**src/rtl/typeb_rx_pkg.sv**
```systemverilog
package typeb_rx_pkg;

  localparam int CHAR_BITS = 10;
  localparam int DATA_BITS = CHAR_BITS - 2;

  typedef enum logic [1:0] {
    RX_IDLE = 2'd0,
    RX_SOF  = 2'd1,
    RX_GAP  = 2'd2,
    RX_CHAR = 2'd3
  } rx_state_e;

  typedef enum logic [1:0] {
    CH_GOOD = 2'd0,
    CH_EOF  = 2'd1,
    CH_BAD  = 2'd2
  } ch_kind_e;

endpackage

```
**src/rtl/typeb_rx_classify.sv**
```systemverilog
module typeb_rx_classify
  import typeb_rx_pkg::*;
(
  input  logic [CHAR_BITS-1:0] char_bits,
  output ch_kind_e             kind,
  output logic [DATA_BITS-1:0] data
);

  // Start bit sits in bit 0, stop bit in the top bit.
  always_comb begin
    data = char_bits[CHAR_BITS-2:1];
    if (char_bits == '0) begin
      kind = CH_EOF;
    end else if (char_bits[CHAR_BITS-1] && !char_bits[0]) begin
      kind = CH_GOOD;
    end else begin
      kind = CH_BAD;
    end
  end

endmodule

```
**src/rtl/typeb_rx_buf.sv**
```systemverilog
module typeb_rx_buf #(
  parameter int DEPTH = 256,
  parameter int WIDTH = 8,
  localparam int AW   = $clog2(DEPTH)
) (
  input  logic             clk,
  input  logic             we,
  input  logic [AW-1:0]    waddr,
  input  logic [WIDTH-1:0] wdata,
  input  logic [AW-1:0]    raddr,
  output logic [WIDTH-1:0] rdata
);

  logic [WIDTH-1:0] mem [DEPTH];

  // Simple dual-port shape: one write port, one registered read port.
  always_ff @(posedge clk) begin
    if (we) begin
      mem[waddr] <= wdata;
    end
    rdata <= mem[raddr];
  end

endmodule

```
**src/rtl/typeb_rx_ctrl.sv**
```systemverilog
module typeb_rx_ctrl
  import typeb_rx_pkg::*;
#(
  parameter int SPE       = 4,
  parameter int MID_PHASE = 2,
  parameter int SOF_MIN   = 10,
  parameter int SOF_MAX   = 12,
  parameter int GAP_MAX   = 25,
  parameter int BUF_DEPTH = 256,
  localparam int PW = $clog2(SPE),
  localparam int LW = $clog2(SOF_MAX + 1),
  localparam int GW = $clog2(GAP_MAX + 1),
  localparam int BW = $clog2(CHAR_BITS),
  localparam int CW = $clog2(BUF_DEPTH + 1),
  localparam int AW = $clog2(BUF_DEPTH)
) (
  input  logic                 clk,
  input  logic                 rst,
  input  logic                 clr,
  input  logic                 smp_valid,
  input  logic                 smp_bit,
  input  ch_kind_e             kind,
  output logic [CHAR_BITS-1:0] char_next,
  output logic                 wr_en,
  output logic [AW-1:0]        wr_addr,
  output logic                 busy,
  output logic                 done,
  output logic [CW-1:0]        count
);

  rx_state_e            state, nxt_state;
  logic [PW-1:0]        phase, nxt_phase, phase_inc;
  logic [LW-1:0]        low_cnt, nxt_low;
  logic [GW-1:0]        gap_cnt, nxt_gap;
  logic [BW-1:0]        bit_cnt, nxt_bits;
  logic [CHAR_BITS-2:0] shreg, nxt_sh;
  logic [CW-1:0]        nxt_cnt;
  logic                 nxt_done;
  logic                 at_mid;

  // New bit enters at the top, older bits move toward bit 0.
  assign char_next = {smp_bit, shreg};
  assign wr_addr   = count[AW-1:0];
  assign at_mid    = (phase == PW'(MID_PHASE));
  assign phase_inc = (phase == PW'(SPE - 1)) ? '0 : phase + 1'b1;

  always_comb begin
    nxt_state = state;
    nxt_phase = phase;
    nxt_low   = low_cnt;
    nxt_gap   = gap_cnt;
    nxt_bits  = bit_cnt;
    nxt_sh    = shreg;
    nxt_cnt   = count;
    nxt_done  = 1'b0;
    wr_en     = 1'b0;
    if (smp_valid) begin
      unique case (state)
        RX_IDLE: begin
          if (!smp_bit) begin
            nxt_state = RX_SOF;
            nxt_phase = PW'(1);
            nxt_low   = '0;
          end
        end
        RX_SOF: begin
          nxt_phase = phase_inc;
          if (at_mid) begin
            if (smp_bit) begin
              if (low_cnt >= LW'(SOF_MIN)) begin
                nxt_state = RX_GAP;
                nxt_gap   = '0;
                nxt_cnt   = '0;
              end else begin
                nxt_state = RX_IDLE;
              end
            end else if (low_cnt == LW'(SOF_MAX)) begin
              nxt_state = RX_IDLE;
            end else begin
              nxt_low = low_cnt + 1'b1;
            end
          end
        end
        RX_GAP: begin
          if (smp_bit) begin
            if (gap_cnt == GW'(GAP_MAX)) begin
              nxt_state = RX_IDLE;
              nxt_cnt   = '0;
            end else begin
              nxt_gap = gap_cnt + 1'b1;
            end
          end else begin
            nxt_state = RX_CHAR;
            nxt_phase = PW'(1);
            nxt_bits  = '0;
          end
        end
        RX_CHAR: begin
          nxt_phase = phase_inc;
          if (at_mid) begin
            nxt_sh = char_next[CHAR_BITS-1:1];
            if (bit_cnt == BW'(CHAR_BITS - 1)) begin
              unique case (kind)
                CH_GOOD: begin
                  wr_en = 1'b1;
                  if (count == CW'(BUF_DEPTH - 1)) begin
                    nxt_state = RX_IDLE;
                    nxt_cnt   = '0;
                  end else begin
                    nxt_state = RX_GAP;
                    nxt_gap   = '0;
                    nxt_cnt   = count + 1'b1;
                  end
                end
                CH_EOF: begin
                  nxt_state = RX_IDLE;
                  nxt_done  = (count != '0);
                end
                default: begin
                  nxt_state = RX_IDLE;
                  nxt_cnt   = '0;
                end
              endcase
            end else begin
              nxt_bits = bit_cnt + 1'b1;
            end
          end
        end
        default: nxt_state = RX_IDLE;
      endcase
    end
  end

  always_ff @(posedge clk) begin
    if (rst || clr) begin
      state   <= RX_IDLE;
      phase   <= '0;
      low_cnt <= '0;
      gap_cnt <= '0;
      bit_cnt <= '0;
      shreg   <= '0;
      count   <= '0;
      done    <= 1'b0;
      busy    <= 1'b0;
    end else begin
      state   <= nxt_state;
      phase   <= nxt_phase;
      low_cnt <= nxt_low;
      gap_cnt <= nxt_gap;
      bit_cnt <= nxt_bits;
      shreg   <= nxt_sh;
      count   <= nxt_cnt;
      done    <= nxt_done;
      busy    <= (nxt_state == RX_GAP) || (nxt_state == RX_CHAR);
    end
  end

endmodule

```
**src/rtl/typeb_frame_rx.sv**
```systemverilog
module typeb_frame_rx
  import typeb_rx_pkg::*;
#(
  parameter int SPE       = 4,
  parameter int MID_PHASE = 2,
  parameter int SOF_MIN   = 10,
  parameter int SOF_MAX   = 12,
  parameter int GAP_MAX   = 25,
  parameter int BUF_DEPTH = 256
) (
  input  logic                           clk,
  input  logic                           rst,
  input  logic                           clr,
  input  logic                           smp_valid,
  input  logic                           smp_bit,
  input  logic [$clog2(BUF_DEPTH)-1:0]   rd_addr,
  output logic [DATA_BITS-1:0]           rd_data,
  output logic                           busy,
  output logic                           frame_done,
  output logic [$clog2(BUF_DEPTH+1)-1:0] byte_count
);

  localparam int AW = $clog2(BUF_DEPTH);

  ch_kind_e             kind;
  logic [CHAR_BITS-1:0] char_next;
  logic [DATA_BITS-1:0] char_data;
  logic                 wr_en;
  logic [AW-1:0]        wr_addr;

  typeb_rx_ctrl #(
    .SPE      (SPE),
    .MID_PHASE(MID_PHASE),
    .SOF_MIN  (SOF_MIN),
    .SOF_MAX  (SOF_MAX),
    .GAP_MAX  (GAP_MAX),
    .BUF_DEPTH(BUF_DEPTH)
  ) u_ctrl (
    .clk      (clk),
    .rst      (rst),
    .clr      (clr),
    .smp_valid(smp_valid),
    .smp_bit  (smp_bit),
    .kind     (kind),
    .char_next(char_next),
    .wr_en    (wr_en),
    .wr_addr  (wr_addr),
    .busy     (busy),
    .done     (frame_done),
    .count    (byte_count)
  );

  typeb_rx_classify u_cls (
    .char_bits(char_next),
    .kind     (kind),
    .data     (char_data)
  );

  typeb_rx_buf #(
    .DEPTH(BUF_DEPTH),
    .WIDTH(DATA_BITS)
  ) u_buf (
    .clk  (clk),
    .we   (wr_en),
    .waddr(wr_addr),
    .wdata(char_data),
    .raddr(rd_addr),
    .rdata(rd_data)
  );

endmodule

```
**config.mk**
```make
export PLATFORM = sky130hd
export DESIGN_NAME = typeb_frame_rx
export DESIGN_NICKNAME = d
export VERILOG_FILES = /design/src/rtl/typeb_rx_pkg.sv /design/src/rtl/typeb_rx_classify.sv /design/src/rtl/typeb_rx_buf.sv /design/src/rtl/typeb_rx_ctrl.sv /design/src/rtl/typeb_frame_rx.sv
export SDC_FILE = /design/constraint.sdc
export NUM_CORES = 2
export LEC_CHECK = 0
export BUFFER_PORTS_ARGS = -buffer_cell sky130_fd_sc_hd__buf_2
export CAP_MARGIN = 20
export CORE_ASPECT_RATIO = 0.7
export CORE_MARGIN = 1.5
export CORE_UTILIZATION = 50
export CTS_CLUSTER_SIZE = 25
export DETAILED_ROUTE_END_ITERATION = 7
export PLACE_DENSITY = 0.79
export SYNTH_ARGS = -nofsm -noshare
export SYNTH_HDL_FRONTEND = slang
export SYNTH_HIERARCHICAL = 1
export SYNTH_SLANG_ARGS = --single-unit
```
**constraint.sdc**
```tcl
create_clock -name clk -period 3.2 [get_ports clk]
set_clock_uncertainty 0.15 [all_clocks]
set_input_delay 0.32 -clock clk [delete_from_list [all_inputs] [get_ports clk]]
set_output_delay 0.32 -clock clk [all_outputs]
set_load 0.02 [all_outputs]
```
; Word level (Yosys, flattened, before mapping)
; Memories as Yosys holds them, arrays and structs flattened. A register that Yosys moved wholly into a read port is not among the register bits.
; Cells that the tools add are included.
[op_classes]
addsub = 5
order_cmp = 1
n_eq_ne = 29
n_mux = 53
bitwise_logic = 5
reduce_logical = 20
[op_table]
columns = operator, count
row1 = 9-bit 2-to-1 mux, 8
row2 = 5-bit 2-to-1 mux, 9
row3 = 2-bit 2-to-1 mux, 16
row4 = 9-bit case mux with 3 select lines, 1
row5 = 4-bit 2-to-1 mux, 6
row6 = "2-bit inequality test, second input constant", 11
row7 = 9-bit case mux with 2 select lines, 1
row8 = 4-bit case mux with 2 select lines, 2
row9 = 5-bit case mux with 3 select lines, 1
row10 = "2-bit == test, second input constant", 6
row11 = "2-bit by 1-bit inequality test with 1-bit output, second input constant", 6
row12 = 11-bit AND reduction, 1
row13 = 10-bit zero test, 1
row14 = 10-bit AND reduction, 1
row15 = "9-bit by 1-bit adder with 9-bit output, second input constant", 1
row16 = "9-bit by 8-bit == test with 1-bit output, second input constant", 1
row17 = 9-bit nonzero test, 1
row18 = "4-bit by 1-bit adder with 4-bit output, second input constant", 2
row19 = "4-bit == test, second input constant", 2
row20 = 2-bit case mux with 4 select lines, 1
row21 = 1-bit 2-to-1 mux, 7
row22 = 6-bit AND reduction, 1
row23 = 6-bit OR reduction, 1
row24 = "5-bit by 1-bit adder with 5-bit output, second input constant", 1
row25 = other kinds (16), 25
[totals]
ff_bits = 37
ramBits = 2048
in_bits = 13
elab_cells = 123
memories = 1
[mem_list]
columns = name, depth, width, rd, rd_ports_with_merged_regs, wr, line
row1 = u_buf.mem, 256, 8, 1, 1, 1, typeb_rx_buf.sv:14  ; logic [WIDTH-1:0] mem [DEPTH];

; Depth between registers and ports, before layout
[logic_depth]
depth_word = 12
ltp_mapped = 11

; By module
; Netlist, hierarchy kept.
[modules_own_cells]
columns = mod, n_inst, cells_each, area_each_um2, seq_area_each_um2
row1 = typeb_rx_buf, 1, 3733, 79556.3, 61659.1
row2 = typeb_rx_ctrl, 1, 264, 2132.0, 740.7
row3 = typeb_rx_classify, 1, 14, 102.6, 0.0

; Worst setup path after synthesis
; OpenSTA, ideal clock, no wires.
[synth_path]
path_type = input -> register
start = in smp_bit
end = mem u_buf.mem[234][0] (enable)
setup_time_ns = 0.370
t_arrival_ns = 3.031
t_required_ns = 2.680
setup_slack_ns = -0.351
stages = 10
path_buffers = 4
cell_sequence = buf_4 or4_1 o31a_1 nand4bb_2 nor2_1 clkbuf_1 buf_1 nand3_1 clkbuf_1 nor2_1
[synth_via]
elab_chain_cells = 11
word_cells_on_any_way = 12
cone_classes = mux (9) / reduce/logical (3)
[synth_lines]
columns = element, line
row1 = from (decl), typeb_frame_rx.sv:15  ; input logic smp_bit,
row2 = "parallel branches: the longest is 2 deep, another holds 10-bit zero test", n/a
row3 = 2-bit 2-to-1 mux *, typeb_rx_classify.sv:12  ; if (char_bits == '0) begin
row4 = net kind[1], typeb_frame_rx.sv:25  ; ch_kind_e kind;
row5 = 2-bit zero test *, typeb_rx_ctrl.sv:103  ; unique case (kind)
row6 = 1-bit 2-to-1 mux *, typeb_rx_ctrl.sv:103
row7 = 1-bit 2-to-1 mux *, typeb_rx_ctrl.sv:102  ; if (bit_cnt == BW'(CHAR_BITS - 1)) begin
row8 = 1-bit 2-to-1 mux *, typeb_rx_ctrl.sv:100  ; if (at_mid) begin
row9 = 1-bit 2-to-1 mux *, typeb_rx_ctrl.sv:58  ; unique case (state)
row10 = 1-bit 2-to-1 mux *, typeb_rx_ctrl.sv:57  ; if (smp_valid) begin
row11 = net wr_en, typeb_frame_rx.sv:28  ; logic wr_en;
row12 = 1-bit 2-to-1 mux *, typeb_rx_buf.sv:18  ; if (we) begin
row13 = 1-bit 2-to-1 mux (not written as such) *, typeb_rx_buf.sv:19  ; mem[waddr] <= wdata;
row14 = to (decl), typeb_rx_buf.sv:14
; Mark *: on every way through the listed nets, which the timed path passes.

; Worst setup path after layout
[layout_path]
start = reg u_ctrl.shreg[8]
end = mem u_buf.mem[32][5] (enable)
[layout_via]
elab_chain_cells = 10
[layout_lines]
columns = element, line
row1 = from (decl), typeb_rx_ctrl.sv:36  ; logic [CHAR_BITS-2:0] shreg, nxt_sh;
row2 = from (signal assigned), typeb_rx_ctrl.sv:151  ; shreg <= nxt_sh;
row3 = 10-bit zero test, typeb_rx_classify.sv:12
row4 = 2-bit 2-to-1 mux, typeb_rx_classify.sv:12
row5 = net kind[1], typeb_frame_rx.sv:25
row6 = 2-bit zero test, typeb_rx_ctrl.sv:103
row7 = 1-bit 2-to-1 mux, typeb_rx_ctrl.sv:103
row8 = 1-bit 2-to-1 mux, typeb_rx_ctrl.sv:102
row9 = 1-bit 2-to-1 mux, typeb_rx_ctrl.sv:100
row10 = 1-bit 2-to-1 mux, typeb_rx_ctrl.sv:58
row11 = 1-bit 2-to-1 mux, typeb_rx_ctrl.sv:57
row12 = net wr_en, typeb_frame_rx.sv:28
row13 = 1-bit 2-to-1 mux, typeb_rx_buf.sv:18
row14 = 1-bit 2-to-1 mux (not written as such), typeb_rx_buf.sv:19
; The timed path passes the listed nets, and every way through them passes these cells.

==> flow_summary.ini <==
[cells_and_area]
fin_util_pct = 58.5
fillers = 10974
drive_gt1_share_pct = 30.6
nets = 4547
final_cell_mix = edfxtp_1 (2048), buf_4 (468), mux4_2 (454), nor2_1 (203), clkbuf_16 (176)
mostFrequentLayoutCell = edfxtp_1
areaGrowthSynthToFinish_pct = 15.6
fin_area_sq_um = 94500

[floorplanning]
dieArea_sq_um = 166000
rows = 123
die_w_microns = 486
core_area_sq_um = 162000
ios = 32
dieHeight_microns = 341
start_util_pct = 50.6

[grt]
antenna_found_initial = 6
grt_max_degree = 189
grt_pass1_wl_microns = 306000
grt_pass1_vias = 43859
grtUsageTotal_pct = 25.4
grt_overflow = 0

[route]
wl_per_cell_microns = 30.9
viasPerCell = 6.50
drc_errors = 0
num_vias = 44196
wirelength_microns = 210000
drt.antenna.violating_nets = 0
dr.first_iter.drc_count = 7345
drt_pass1_iterations = 6

[clocking]
clkTransAtPathRegs_ps = 60
clockBufferDepth = 3
clk_latency_ps = 810
cts_buffers = 175
cts.sinks = 2093
cts_tree = yes
htree_levels = 4
cts-root-buf = clkbuf_16

[timing]
worst_pin_slew_ps = 1250
min_period_over_period_pct = 97.2
hold_violations = 0
fmax_mhz = 321
relSlewSlack_pct = 16.6
min_period_ps = 3110
setup_viol = 0
rsz0062_at_grt = false
drv_slew = 0

[hold_path]
hold_path_class = input pin to register

[yosys]
async_flop_share_pct = 0
ys_seq_area_share_pct = 76.3
syn_area_sq_um = 81800
avgSynthCellArea_sq_um = 20.4
synth_edf_count = 2048
ys_warn_count = 6
synth_nets = 4035
synth-seq-cells = 2093
synth_ff_type = edfxtp_1
netlist_instances = 4011
ys_types = 79

[setup_path]
setup.worst_path.end_class = register
cp_slowest_cell = or4_1
crit_required_ps = 3570
crit_top_cell = buf_12
r2r_slack_ps = 90
path_max_fanout = 19
start_kind = register
max_stage_delay_ps = 550
path_class = register to register
arrival_ps = 3480
worst-path-buf-inv = 3
critical_path.cell_chain = or4_1, o31a_1, nand4bb_2, nor2_4, buf_12, nand3_2, buf_12, nor2_1, buf_4
critPathTopFamily = simple AND/OR/NAND/NOR gates

[pwr]
peakVddDrop_mv = 0.463
p_per_area_nw_per_um2 = 554
power.leakage_nw = 32.6

[placed_design]
place.gp.congestion = 0.915
place_area_sq_um = 88900
hpwl_microns = 129000
port_buffers = 31

[flow_run]
drv_cap = 0

[outcome]
status = finished, final reports clean
worst reg2reg max path, delay by kind of cell, from the launching register on:
| kind | cells | cell delay, ps |
|---|---|---|
| buffers and inverters | 3 | 620 |
| AO/OA/AOI/OAI | 1 | 320 |
| AND/OR/NAND/NOR | 5 | 1390 |
| flip-flops | 1 | 340 |
logic make-up (layout without fill, tap and decap cells):
group | Yosys count | in the layout | synth area share, %
DFF | 2093 | 2093 | 76.3
muxes | 593 | 593 | 14.2
and+or+nand+nor | 582 | 582 | 3.33
adders and majority gates | 11 | 11 | 0.168
other | 0 | 3 | 0
AOI/OAI and AO/OA | 457 | 457 | 3.89
xor gates and xnor gates | 2 | 2 | 0.0214
buffers and inverters | 273 | 933 | 2.05
flip-flops by register name, summed over array words and instances, names as in the netlist:
register,cells
u_buf/mem,2048
u_buf/rdata,8
u_ctrl/bit_cnt,4
u_ctrl/busy,1
u_ctrl/count,9
u_ctrl/done,1
u_ctrl/gap_cnt,5
u_ctrl/low_cnt,4
u_ctrl/phase,2
u_ctrl/shreg,9
u_ctrl/state,2
synthesized netlist by cell type (10+ instances only):
| cell type | count | area (sq um) |
|---|---|---|
| buf_8 | 13 | 195 |
| nand4_1 | 15 | 93.8 |
| clkbuf_1 | 117 | 439 |
| buf_2 | 35 | 175 |
| nor4_1 | 27 | 169 |
| a21oi_1 | 127 | 636 |
| nand2b_1 | 12 | 75.1 |
| edfxtp_1 | 2048 | 61500 |
| buf_4 | 45 | 338 |
| mux4_2 | 454 | 10200 |
| ha_1 | 11 | 138 |
| a211oi_1 | 16 | 120 |
| buf_6 | 22 | 248 |
| nor3_1 | 26 | 130 |
| nand2_1 | 68 | 255 |
| a22oi_1 | 133 | 998 |
| dfxtp_1 | 45 | 901 |
| o211ai_1 | 13 | 97.6 |
| o22ai_1 | 29 | 181 |
| o221ai_1 | 46 | 403 |
| a221oi_1 | 15 | 131 |
| buf_1 | 22 | 82.6 |
| o21ai_0 | 17 | 85.1 |
| nor2_1 | 302 | 1130 |
| mux2i_1 | 135 | 1350 |
| nand3_1 | 47 | 235 |
| nor2b_1 | 35 | 219 |
| inv_1 | 10 | 37.5 |
what timing repair did:
item / 4_1_cts / 5_1_grt
resized for setup: 1 / 13
setup buffers: 0 / 0
endpoints found under the hold margin: 32 / 0
pin swaps: 0 / 2
hold buffers: 6 / 0
setup endpoints to repair: 28 / 411
path summary, 6_finish.rpt:
kind                                 startpoint          endpoint  depth (start not counted)
worst max register to register  u_ctrl/shreg[8]  u_buf/mem[32][5]                          9
worst max-delay path            u_ctrl/shreg[8]  u_buf/mem[32][5]                          9
worst min register to register  u_ctrl/shreg[0]   u_ctrl/shreg[0]                          2
worst min-delay path                    smp_bit   u_ctrl/shreg[8]                          5
through the flow:
stage                     setup WS (ps)  instances  hold WS (ps)  power, mW  setup TNS, ps
after floorplan                   -96.5       4011           293       31.1         -29370
after CTS                          52.6       6794           254       52.5              0
after global routing               3.22       6796           354       53.6              0
final                              88.1       6799           321       52.3              0
after global placement             -512       6463           304       31.7          -9260
after detailed placement           -586       6463           321       31.7         -32700
area by class of cell:
class | count | area, sq um | share of cell area [%]
Timing Repair Buffer | 597 | 5530 | 5.85
Antenna cell | 3 | 7.51 | 0.00794
Clock buffer | 223 | 4610 | 4.88
Tap cell | 2125 | 2660 | 2.81
Inverter | 11 | 41.3 | 0.0437
Clock inverter | 102 | 920 | 0.973
Sequential cell | 2093 | 62400 | 66.0
Multi-Input combinational cell | 1645 | 18300 | 19.4
layer usage:
metal	up-vias	track usage, %	share of wire, %	wire [microns]
met5	-	0	0.013	27
met4	4	7.72	2.8	5840
met3	392	7.54	15	30900
met2	3374	37.2	45	94400
met1	22726	37.0	38	79000
li1	17700	-	-	-
where the power goes:
| part | leakage, nW | switching (mW) | internal [mW] | total, mW |
|---|---|---|---|---|
| registers | 21.8 | 0.0154 | 29.6 | 29.6 |
| clock network | 2.71 | 9.77 | 11.4 | 21.2 |
| logic | 8.14 | 0.956 | 0.614 | 1.57 |
No activity file was read; power rests on OpenSTA's default activity.
